[config.mk]
export PLATFORM = sky130hd
export DESIGN_NAME = blkmode_ctrl
export DESIGN_NICKNAME = d
export VERILOG_FILES = /design/src/rtl/blkmode_pkg.sv /design/src/rtl/bm_delay_line.sv /design/src/rtl/bm_hist_ring.sv /design/src/rtl/bm_out_fifo.sv /design/src/rtl/blkmode_ctrl.sv
export SDC_FILE = /design/constraint.sdc
export NUM_CORES = 2
export LEC_CHECK = 0
export BUFFER_PORTS_ARGS = -buffer_cell sky130_fd_sc_hd__buf_2
export CORE_ASPECT_RATIO = 1.5
export CORE_UTILIZATION = 40
export CTS_CLUSTER_DIAMETER = 50
export DETAILED_ROUTE_END_ITERATION = 10
export PLACE_DENSITY = 0.67
export SYNTH_ARGS = -nofsm -noshare
export SYNTH_HDL_FRONTEND = slang
export SYNTH_HIERARCHICAL = 1
export SYNTH_SLANG_ARGS = --single-unit
[constraint.sdc]
create_clock -name clk -period 17.9 [get_ports clk]
set_clock_uncertainty 0.2 [all_clocks]
set_input_delay 3.58 -clock clk [delete_from_list [all_inputs] [get_ports clk]]
set_output_delay 3.58 -clock clk [all_outputs]
set_load 0.01 [all_outputs]
[src/rtl/blkmode_pkg.sv]
// Shared types and widths for the chaining-mode controller.
package blkmode_pkg;
    localparam int BLK_W = 128;   // cipher block width
    localparam int CTR_W = 32;    // width of the incrementing counter field

    typedef enum logic [1:0] {
        MODE_ECB  = 2'd0,
        MODE_CTR  = 2'd1,
        MODE_CBC  = 2'd2,
        MODE_SCBC = 2'd3
    } chain_mode_e;
endpackage

[src/rtl/bm_delay_line.sv]
// Fixed delay of STAGES clocks for a W-bit word. No reset: data only,
// qualified elsewhere by a valid that travels the same number of stages.
module bm_delay_line #(
    parameter int W      = 128,
    parameter int STAGES = 4
) (
    input  logic         clk,
    input  logic [W-1:0] din,
    output logic [W-1:0] dout
);
    logic [W-1:0] stage_q [STAGES];

    // Shift the word one stage along every clock.
    always_ff @(posedge clk) begin
        stage_q[0] <= din;
        for (int i = 1; i < STAGES; i++) begin
            stage_q[i] <= stage_q[i-1];
        end
    end

    assign dout = stage_q[STAGES-1];
endmodule

[src/rtl/bm_hist_ring.sv]
// Ring of DEPTH chaining words indexed by block number modulo DEPTH.
// A load fills every slot with one value; otherwise one slot is written per clock.
module bm_hist_ring #(
    parameter int W     = 128,
    parameter int DEPTH = 4,
    localparam int IW   = (DEPTH > 1) ? $clog2(DEPTH) : 1
) (
    input  logic          clk,
    input  logic          load_all,
    input  logic [W-1:0]  load_val,
    input  logic          wr_en,
    input  logic [IW-1:0] wr_idx,
    input  logic [W-1:0]  wr_data,
    input  logic [IW-1:0] rd_idx,
    output logic [W-1:0]  rd_data
);
    logic [W-1:0] slot_q [DEPTH];

    // Fill on load, else store the returning ciphertext in its slot.
    always_ff @(posedge clk) begin
        for (int i = 0; i < DEPTH; i++) begin
            if (load_all) begin
                slot_q[i] <= load_val;
            end else if (wr_en && (wr_idx == IW'(i))) begin
                slot_q[i] <= wr_data;
            end
        end
    end

    assign rd_data = slot_q[rd_idx];
endmodule

[src/rtl/bm_out_fifo.sv]
// Result buffer of DEPTH words. Assumes the writer never pushes into a full
// buffer (guaranteed by the credit check in the controller).
module bm_out_fifo #(
    parameter int W     = 128,
    parameter int DEPTH = 6,
    parameter int CW    = $clog2(DEPTH + 1)
) (
    input  logic          clk,
    input  logic          rst_n,
    input  logic          push,
    input  logic [W-1:0]  push_data,
    input  logic          pop,
    output logic [W-1:0]  head,
    output logic          valid,
    output logic [CW-1:0] count
);
    localparam int PW = (DEPTH > 1) ? $clog2(DEPTH) : 1;

    logic [W-1:0]  mem_q [DEPTH];
    logic [PW-1:0] wp_q, rp_q;
    logic [CW-1:0] cnt_q;
    logic          do_pop;

    assign do_pop = pop && (cnt_q != '0);

    // Write the pushed word into storage.
    always_ff @(posedge clk) begin
        if (push) begin
            mem_q[wp_q] <= push_data;
        end
    end

    // Advance pointers and occupancy.
    always_ff @(posedge clk) begin
        if (!rst_n) begin
            wp_q  <= '0;
            rp_q  <= '0;
            cnt_q <= '0;
        end else begin
            if (push) begin
                wp_q <= (wp_q == PW'(DEPTH - 1)) ? '0 : wp_q + PW'(1);
            end
            if (do_pop) begin
                rp_q <= (rp_q == PW'(DEPTH - 1)) ? '0 : rp_q + PW'(1);
            end
            cnt_q <= cnt_q + CW'(push) - CW'(do_pop);
        end
    end

    assign head  = mem_q[rp_q];
    assign valid = (cnt_q != '0);
    assign count = cnt_q;
endmodule

[src/rtl/blkmode_ctrl.sv]
// Chaining-mode controller around a pipelined block cipher core of fixed
// latency LAT. Assumes the core accepts one request per clock and returns
// each result exactly LAT clocks later, in order. Modes: independent,
// counter, classic chaining (one block in flight) and staggered chaining
// (block k linked to ciphertext k-LAT).
module blkmode_ctrl
    import blkmode_pkg::*;
#(
    parameter int LAT = 4
) (
    input  logic             clk,
    input  logic             rst_n,
    input  logic             start,
    input  logic [1:0]       mode_sel,
    input  logic [BLK_W-1:0] iv,
    input  logic             pt_valid,
    output logic             pt_ready,
    input  logic [BLK_W-1:0] pt_data,
    output logic             ct_valid,
    input  logic             ct_ready,
    output logic [BLK_W-1:0] ct_data,
    output logic             core_req_valid,
    output logic [BLK_W-1:0] core_req_data,
    input  logic             core_rsp_valid,
    input  logic [BLK_W-1:0] core_rsp_data
);
    localparam int BUF_DEPTH = LAT + 2;
    localparam int CNT_W     = $clog2(BUF_DEPTH + 1);
    localparam int IDX_W     = (LAT > 1) ? $clog2(LAT) : 1;

    chain_mode_e      mode_q;
    logic             active_q;
    logic [BLK_W-1:0] ctr_q;
    logic [BLK_W-1:0] chain_q;
    logic [IDX_W-1:0] iss_idx_q, ret_idx_q;
    logic [CNT_W-1:0] inflight_q;
    logic [CNT_W-1:0] fifo_cnt;
    logic [BLK_W-1:0] pt_dly, hist_word, ct_word;
    logic             idle, start_ok, credit_ok, mode_gate, fire;

    // Idle means nothing inside the core and nothing waiting at the output.
    assign idle     = (inflight_q == '0) && (fifo_cnt == '0);
    assign start_ok = start && idle;

    // Space check: buffer must hold every block already in the core plus this one.
    assign credit_ok = ({1'b0, inflight_q} + {1'b0, fifo_cnt}) < (CNT_W + 1)'(BUF_DEPTH);

    // Per-mode issue condition.
    always_comb begin
        unique case (mode_q)
            MODE_CBC:  mode_gate = (inflight_q == '0) ||
                                   ((inflight_q == CNT_W'(1)) && core_rsp_valid);
            MODE_SCBC: mode_gate = (inflight_q < CNT_W'(LAT)) || core_rsp_valid;
            default:   mode_gate = 1'b1;
        endcase
    end

    assign pt_ready = active_q && !start && credit_ok && mode_gate;
    assign fire     = pt_valid && pt_ready;

    // Build the core input from plaintext, counter or chaining value.
    always_comb begin
        unique case (mode_q)
            MODE_CTR:  core_req_data = ctr_q;
            MODE_CBC:  core_req_data = pt_data ^ (core_rsp_valid ? core_rsp_data : chain_q);
            MODE_SCBC: core_req_data = pt_data ^
                       ((core_rsp_valid && (inflight_q == CNT_W'(LAT))) ? core_rsp_data : hist_word);
            default:   core_req_data = pt_data;
        endcase
    end
    assign core_req_valid = fire;

    // Run control, counter, chaining register and block indices.
    always_ff @(posedge clk) begin
        if (!rst_n) begin
            active_q  <= 1'b0;
            mode_q    <= MODE_ECB;
            ctr_q     <= '0;
            chain_q   <= '0;
            iss_idx_q <= '0;
            ret_idx_q <= '0;
        end else if (start_ok) begin
            active_q  <= 1'b1;
            mode_q    <= chain_mode_e'(mode_sel);
            ctr_q     <= iv;
            chain_q   <= iv;
            iss_idx_q <= '0;
            ret_idx_q <= '0;
        end else begin
            if (fire) begin
                ctr_q     <= {ctr_q[BLK_W-1:CTR_W], ctr_q[CTR_W-1:0] + CTR_W'(1)};
                iss_idx_q <= (iss_idx_q == IDX_W'(LAT - 1)) ? '0 : iss_idx_q + IDX_W'(1);
            end
            if (core_rsp_valid) begin
                chain_q   <= core_rsp_data;
                ret_idx_q <= (ret_idx_q == IDX_W'(LAT - 1)) ? '0 : ret_idx_q + IDX_W'(1);
            end
        end
    end

    // Count blocks inside the core.
    always_ff @(posedge clk) begin
        if (!rst_n) begin
            inflight_q <= '0;
        end else begin
            inflight_q <= inflight_q + CNT_W'(fire) - CNT_W'(core_rsp_valid);
        end
    end

    // Plaintext travels beside the core for the counter-mode XOR.
    bm_delay_line #(.W(BLK_W), .STAGES(LAT)) u_pt_dly (
        .clk  (clk),
        .din  (pt_data),
        .dout (pt_dly)
    );

    // Staggered chaining history, one slot per block position modulo LAT.
    bm_hist_ring #(.W(BLK_W), .DEPTH(LAT)) u_hist (
        .clk      (clk),
        .load_all (start_ok),
        .load_val (iv),
        .wr_en    (core_rsp_valid),
        .wr_idx   (ret_idx_q),
        .wr_data  (core_rsp_data),
        .rd_idx   (iss_idx_q),
        .rd_data  (hist_word)
    );

    assign ct_word = (mode_q == MODE_CTR) ? (core_rsp_data ^ pt_dly) : core_rsp_data;

    // Ordered result buffer towards the ciphertext stream.
    bm_out_fifo #(.W(BLK_W), .DEPTH(BUF_DEPTH), .CW(CNT_W)) u_obuf (
        .clk       (clk),
        .rst_n     (rst_n),
        .push      (core_rsp_valid),
        .push_data (ct_word),
        .pop       (ct_ready),
        .head      (ct_data),
        .valid     (ct_valid),
        .count     (fifo_cnt)
    );
endmodule

# After elaboration in Yosys (flattened, before gate mapping)
# Memory sizes are Yosys's and may differ from the RTL's. A register that Yosys moved wholly into a read port is not among the register bits.
# Index checks and enable logic that the tools add are counted.
# Widths: inputs -> output; s select.
# totals
regBits	275
latchBits	0
ram_bits	1792
rom_bits	0
n_memories	3
# classes
add_sub_neg	10
mul	0
n_div	0
magnitude_cmp	2
eq_ne	11
shifts	0
mux	36
bitwise	8
reduce_logical	22
# memory_table
memory	words	width	rd	rd_ports_with_merged_regs	wr	line_no	text
u_obuf.mem_q	6	128	1	1	1	bm_out_fifo.sv:19	logic [W-1:0] mem_q [DEPTH];
u_hist.slot_q	4	128	1	1	4	bm_hist_ring.sv:17	logic [W-1:0] slot_q [DEPTH];
u_pt_dly.stage_q	4	128	4	0	4	bm_delay_line.sv:11	logic [W-1:0] stage_q [STAGES];
# op_table
operator	n
$mux 128	9
$pmux 128 s3	1
$xor 128x128->128	3
$add 32x1->32 const B	1
$mux 32	1
$mux 1	16
$logic_and 1x1->1	13
$mux 3	4
$eq 2x2->1 const B	5
$eq 3x3->1 const B	3
$mux 2	4
$add 3x1->3	2
$add 3x1->3 const B	2
$logic_not 3->1	2
$sub 3x1->3	2
$add 2x1->2 const B	2
$add 3x3->4	1
$eq 2x1->1 const B	2
$lt 4x3->1 const B	1
$or 1x1->1	4
$eq 3x1->1 const B	1
$lt 3x3->1 const B	1
$reduce_bool 3->1	1
$logic_not 2->1	1
6 further kinds	7

# Logic depth before layout (Yosys ltp)
# depth
depth_word	8
depth_mapped	13
depth_no_buf	11

# Hierarchy
# The synthesis kept the hierarchy.
# by_module_without_submodules
mod	n_inst	cells_each	area_each_um2	seq_area_each_um2
bm_out_fifo	1	1257	29799.8	23302.3
bm_hist_ring	1	1246	24612.4	15374.7
blkmode_ctrl	1	2287	18265.0	5325.1
bm_delay_line	1	512	10249.8	10249.8

# Worst setup path after synthesis
# Ideal clock, no wire load.
# synth_path
kind	input to register
start	in core_rsp_valid
end	reg u_obuf.wp_q[1]
t_arrival_ps	16509
setup_slack_ps	1078
cell_stages	2
n_path_buf	0
path_cell_list	nor4bb_1 o21a_1
# synth_lines
element	line_no	text
start: declaration	blkmode_ctrl.sv:24	input logic core_rsp_valid,
end signal: assignment	bm_out_fifo.sv:41	wp_q <= (wp_q == PW'(DEPTH - 1)) ? '0 : wp_q + PW'(1);
end: declaration	bm_out_fifo.sv:20	logic [PW-1:0] wp_q, rp_q;

# Worst setup path after layout
# layout_path
start	in core_rsp_valid
end	out core_req_data[39]
# layout_between
elab_chain_cells	4
elab_cells_between_ends	6
classes_between	3 x mux; 2 x bitwise; 1 x reduce/logical
# layout_lines
element	line_no	text
$logic_and 1x1->1	blkmode_ctrl.sv:67	((core_rsp_valid && (inflight_q == CNT_W'(LAT))) ? core_rsp_data : hist_word);
$mux 128	blkmode_ctrl.sv:67	
$xor 128x128->128	blkmode_ctrl.sv:66	MODE_SCBC: core_req_data = pt_data ^
$pmux 128 s3 *	blkmode_ctrl.sv:63	unique case (mode_q)
end: declaration	blkmode_ctrl.sv:23	output logic [BLK_W-1:0] core_req_data,
# Every way passes the cells marked *; elsewhere a longest branch is shown, timed or not.

==> reports/qor_table.md <==
| Parameter | This run | Unit |
| --- | --- | --- |
| Peak Freq | 0.0994 | GHz |
| Num CTS Buffers | 206 | - |
| Biggest fanout along the worst timing path | 61 | - |
| Worst slew margin relative to its limit | 0.257 | - |
| Global routing met1 resource utilization | 0.289 | - |
| Clock power share | 0.343 | - |
| Buffer type at the clock tree root | sky130_fd_sc_hd__clkbuf_16 | - |
| Post-detailed-route count of antenna-violating nets | 0 | - |
| Switching power as a share of total power | 0.278 | - |
| Seq cells post-synth | 2070 | - |
| Core region area | 206000 | um2 |
| Share of synthesized area occupied by flip-flops and latches | 0.654 | - |
| Number of setup buffers added after CTS | 0 | - |
| Count of unique library cells instantiated by Yosys | 56 | - |
| Ports placed on the boundary | 651 | - |
| Post-synth EDFFs | 1280 | - |
| Detailed-route vias per instance | 5.62 | - |
| # DRC | 0 | - |
| Buffer levels on the longest clock path | 4 | - |
| Kind of cell adding the most delay to the critical path | compound AO/OA/AOI/OAI gates | - |
| Detailed Place HPWL | 154 | mm |
| Initial standard-cell utilization of the core | 0.403 | - |
| Arrival time reported for the critical path endpoint | 6.28 | ns |
| Via count of the first global-routing pass | 49700 | - |
| Average wire length per cell after detail routing | 27.0 | um |
| Fraction of the mapped netlist area in simple logic gates | 0.0404 | - |
| Count of TritonRoute iterations in the first routing pass | 9 | - |
| Per-instance average area after synthesis | 15.6 | um2 |
| Mux cell area share after synthesis | 0.191 | - |
| Final period util | 0.562 | - |
| Synthesized cell area | 82900 | um2 |
| Most congested layer reported by global routing | met2 | - |
| Net Count, Synth | 5706 | - |
| Adder and majority gate portion of the synthesized area | 0.00208 | - |
| Switching Power | 3.48 | mW |
| First-pass GRT wire length | 342 | mm |
| End-of-flow core utilization | 0.464 | - |
| CTS tree | done | - |
| Setup Viol. Count Final | 0 | - |
| Ys flop type | sky130_fd_sc_hd__edfxtp_1 | - |
| Largest net degree at the start of global routing | 104 | - |
| Proportion of layout cells with a drive suffix above 1 | 0.352 | - |
| Global-route congestion overflow total | 0 | - |
| Clock latency at the later pin of the worst-skew pair | 0.86 | ns |
| Most common cell after layout, fill and taps aside | sky130_fd_sc_hd__edfxtp_1 | - |
| Number of max-cap violations | 0 | - |
| Total power | 12.5 | mW |
| Status | complete, no violations | - |
| Worst Setup Path Type | in -> out | - |
| Kind of start point of the critical path | input port | - |
| Largest stage delay on the critical path | 0.70 | ns |
| Iteration-0 DRC count of the detailed router | 4606 | - |
| Number of antenna violations at the first check in global routing | 30 | - |
| Detailed-route wire length | 236 | mm |
| Worst vdd ir | 78.4 | uV |
| Global Route Usage Sum | 0.221 | - |
| Die height | 560 | um |
| PwrDens | 131 | nW/um2 |
| Compound-Gate Fraction of Synth Area | 0.0623 | - |
| Routed vias | 49200 | - |
| Required time of the critical path | 14.12 | ns |
| Worst hold-check path type | reg -> reg | - |
| CP Cell Sequence | buf_8 -> a21oi_4 -> buf_4 -> a222oi_1 -> xor2_1 -> a21oi_1 -> buf_2 | - |
| Depth of the CTS H-tree | 4 | - |
| Register clock-pin slew on the reported worst setup and hold paths | 0.06 | ns |
| # rows | 204 | - |
| Seq pwr share | 0.471 | - |
| Sink Count | 2070 | - |
| Buffering stage count on the worst path with inverters included | 3 | - |
| Cell count after synthesis | 5302 | - |
| Cell at the slowest stage of the critical path | sky130_fd_sc_hd__buf_4 | - |
| Number of buffers added to fix hold violations after cts | 0 | - |
| Count of buffers inserted at the top-level ports | 650 | - |
| Number of cells upsized or downsized after cts | 0 | - |
| Total negative slack for setup checks | 0 | ns |
| Async S/R FF share, synth | 0 | - |
| Layout-stage area growth over the synthesis result | 15.1 | % |
| Power share of the combinational group | 0.186 | - |
| Met2 track demand over resource | 0.375 | - |
| Worst hold slack | 0.0913 | ns |
| Warnings from Yosys | 6 | - |
| Transition time at the pin with the least slew margin | 1.11 | ns |
| Pleak | 32.8 | nW |
| Internal Dissipation | 9.03 | mW |
| Slew Viols, Final | 0 | - |
| RSZ-0062 raised after global routing | no | - |
| Combinational family with the most area after synthesis | multiplexers | - |
| Crit path time final | 10.06 | ns |
| Critical Path Sink Type | output pin | - |
| Met3 track utilization from global routing | 0.0418 | - |
| Die footprint | 209000 | um2 |
| Endpoints failing hold | 0 | - |
| Final nets | 6305 | - |
| Final GP Congestion | 0.835 | - |
| Die width | 374 | um |
| XOR/XNOR Fraction of Synth Area | 0.0278 | - |
| Most frequent cells in the layout | sky130_fd_sc_hd__edfxtp_1 (1280), sky130_fd_sc_hd__mux2_2 (795), sky130_fd_sc_hd__dfxtp_1 (783), sky130_fd_sc_hd__buf_2 (648), sky130_fd_sc_hd__nand2_1 (452) | - |
## cell usage after synthesis, types with 36 or more instances
cell type | instances | area [um2]
sky130_fd_sc_hd__buf_6 | 40 | 450
sky130_fd_sc_hd__clkbuf_1 | 216 | 811
sky130_fd_sc_hd__buf_2 | 70 | 350
sky130_fd_sc_hd__nor2b_1 | 129 | 807
sky130_fd_sc_hd__mux2i_1 | 37 | 370
sky130_fd_sc_hd__dfxtp_1 | 790 | 15800
sky130_fd_sc_hd__o21ai_0 | 36 | 180
sky130_fd_sc_hd__mux2_1 | 69 | 777
sky130_fd_sc_hd__mux4_2 | 256 | 5770
sky130_fd_sc_hd__xnor2_1 | 133 | 1160
sky130_fd_sc_hd__edfxtp_1 | 1280 | 38400
sky130_fd_sc_hd__a222oi_1 | 128 | 1280
sky130_fd_sc_hd__a211oi_1 | 143 | 1070
sky130_fd_sc_hd__a21oi_1 | 169 | 846
sky130_fd_sc_hd__a21boi_0 | 197 | 1480
sky130_fd_sc_hd__mux2_2 | 795 | 8950
sky130_fd_sc_hd__xor2_1 | 128 | 1120
sky130_fd_sc_hd__nand2_1 | 452 | 1700
## path summary, 6_finish.rpt
| kind | from | end | slack (ns) | cells after the start |
|---|---|---|---|---|
| min reg2reg | u_pt_dly/stage_q[0][106]$_DFF_P_ | u_pt_dly/stage_q[1][106]$_DFF_P_ | 0.09 | 0 |
| max | core_rsp_valid | core_req_data[39] | 7.84 | 7 |
| max reg2reg | mode_q[1]$_SDFFE_PN0P_ | inflight_q[2]$_SDFF_PN0_ | 12.87 | 11 |
| min | u_pt_dly/stage_q[0][106]$_DFF_P_ | u_pt_dly/stage_q[1][106]$_DFF_P_ | 0.09 | 0 |
## state kept, by name, summed over array words and instances (netlist names), 2 cells and up, named ones only
signal,cells
mode_q,2
u_obuf/mem_q,768
u_obuf/rp_q,3
u_obuf/wp_q,3
chain_q,128
u_obuf/count,3
inflight_q,3
u_pt_dly/stage_q,512
u_hist/slot_q,512
ret_idx_q,2
iss_idx_q,2
ctr_q,128
## power by group through the flow
stage                     registers, mW  clock network [mW]  logic [mW]
final                              5.88                4.29        2.33
after global routing               5.92                4.57        2.49
after CTS                          5.88                4.39        2.36
after detailed placement           5.99                   0        2.35
after global placement             5.96                   0        2.32
after floorplan                    5.94                   0        1.47
## layer usage
metal	up-vias	routed length, um
met5	-	114
met4	20	5820
met3	379	18300
met2	2065	116000
met1	25200	96200
li1	21500	-
## kinds of logic (layout without fill, tap and decap cells)
logic type / count (synthesis) / in the layout
AOI/OAI and AO/OA: 712 / 712
adders and majority gates: 12 / 12
and+or+nand+nor: 720 / 720
muxes: 1157 / 1157
buffers and inverters: 369 / 1138
xor gates and xnor gates: 262 / 262
other: 0 / 7
DFF: 2070 / 2070
## through the flow
step                setup WS (ns)  instance area (um2)  cells
floorplan                    1.08                82900   5302
global placement             7.96                88700   8371
detailed placement           7.87                88700   8371
CTS                          7.86                95500   8749
global route                 7.75                95500   8752
finish                       7.84                95500   8756
## area by class of cell
type / instances / area (um2)
Timing Repair Buffer: 742 / 4000
Tap cell: 2678 / 3350
Sequential cell: 2070 / 54300
Antenna cell: 7 / 17.5
Fill cell: 17900 / 111000
Inverter: 18 / 72.6
Clock inverter: 92 / 916
Multi-Input combinational cell: 2863 / 27000
Clock buffer: 286 / 5830
Note: power is estimated with default switching activity, not from simulation.
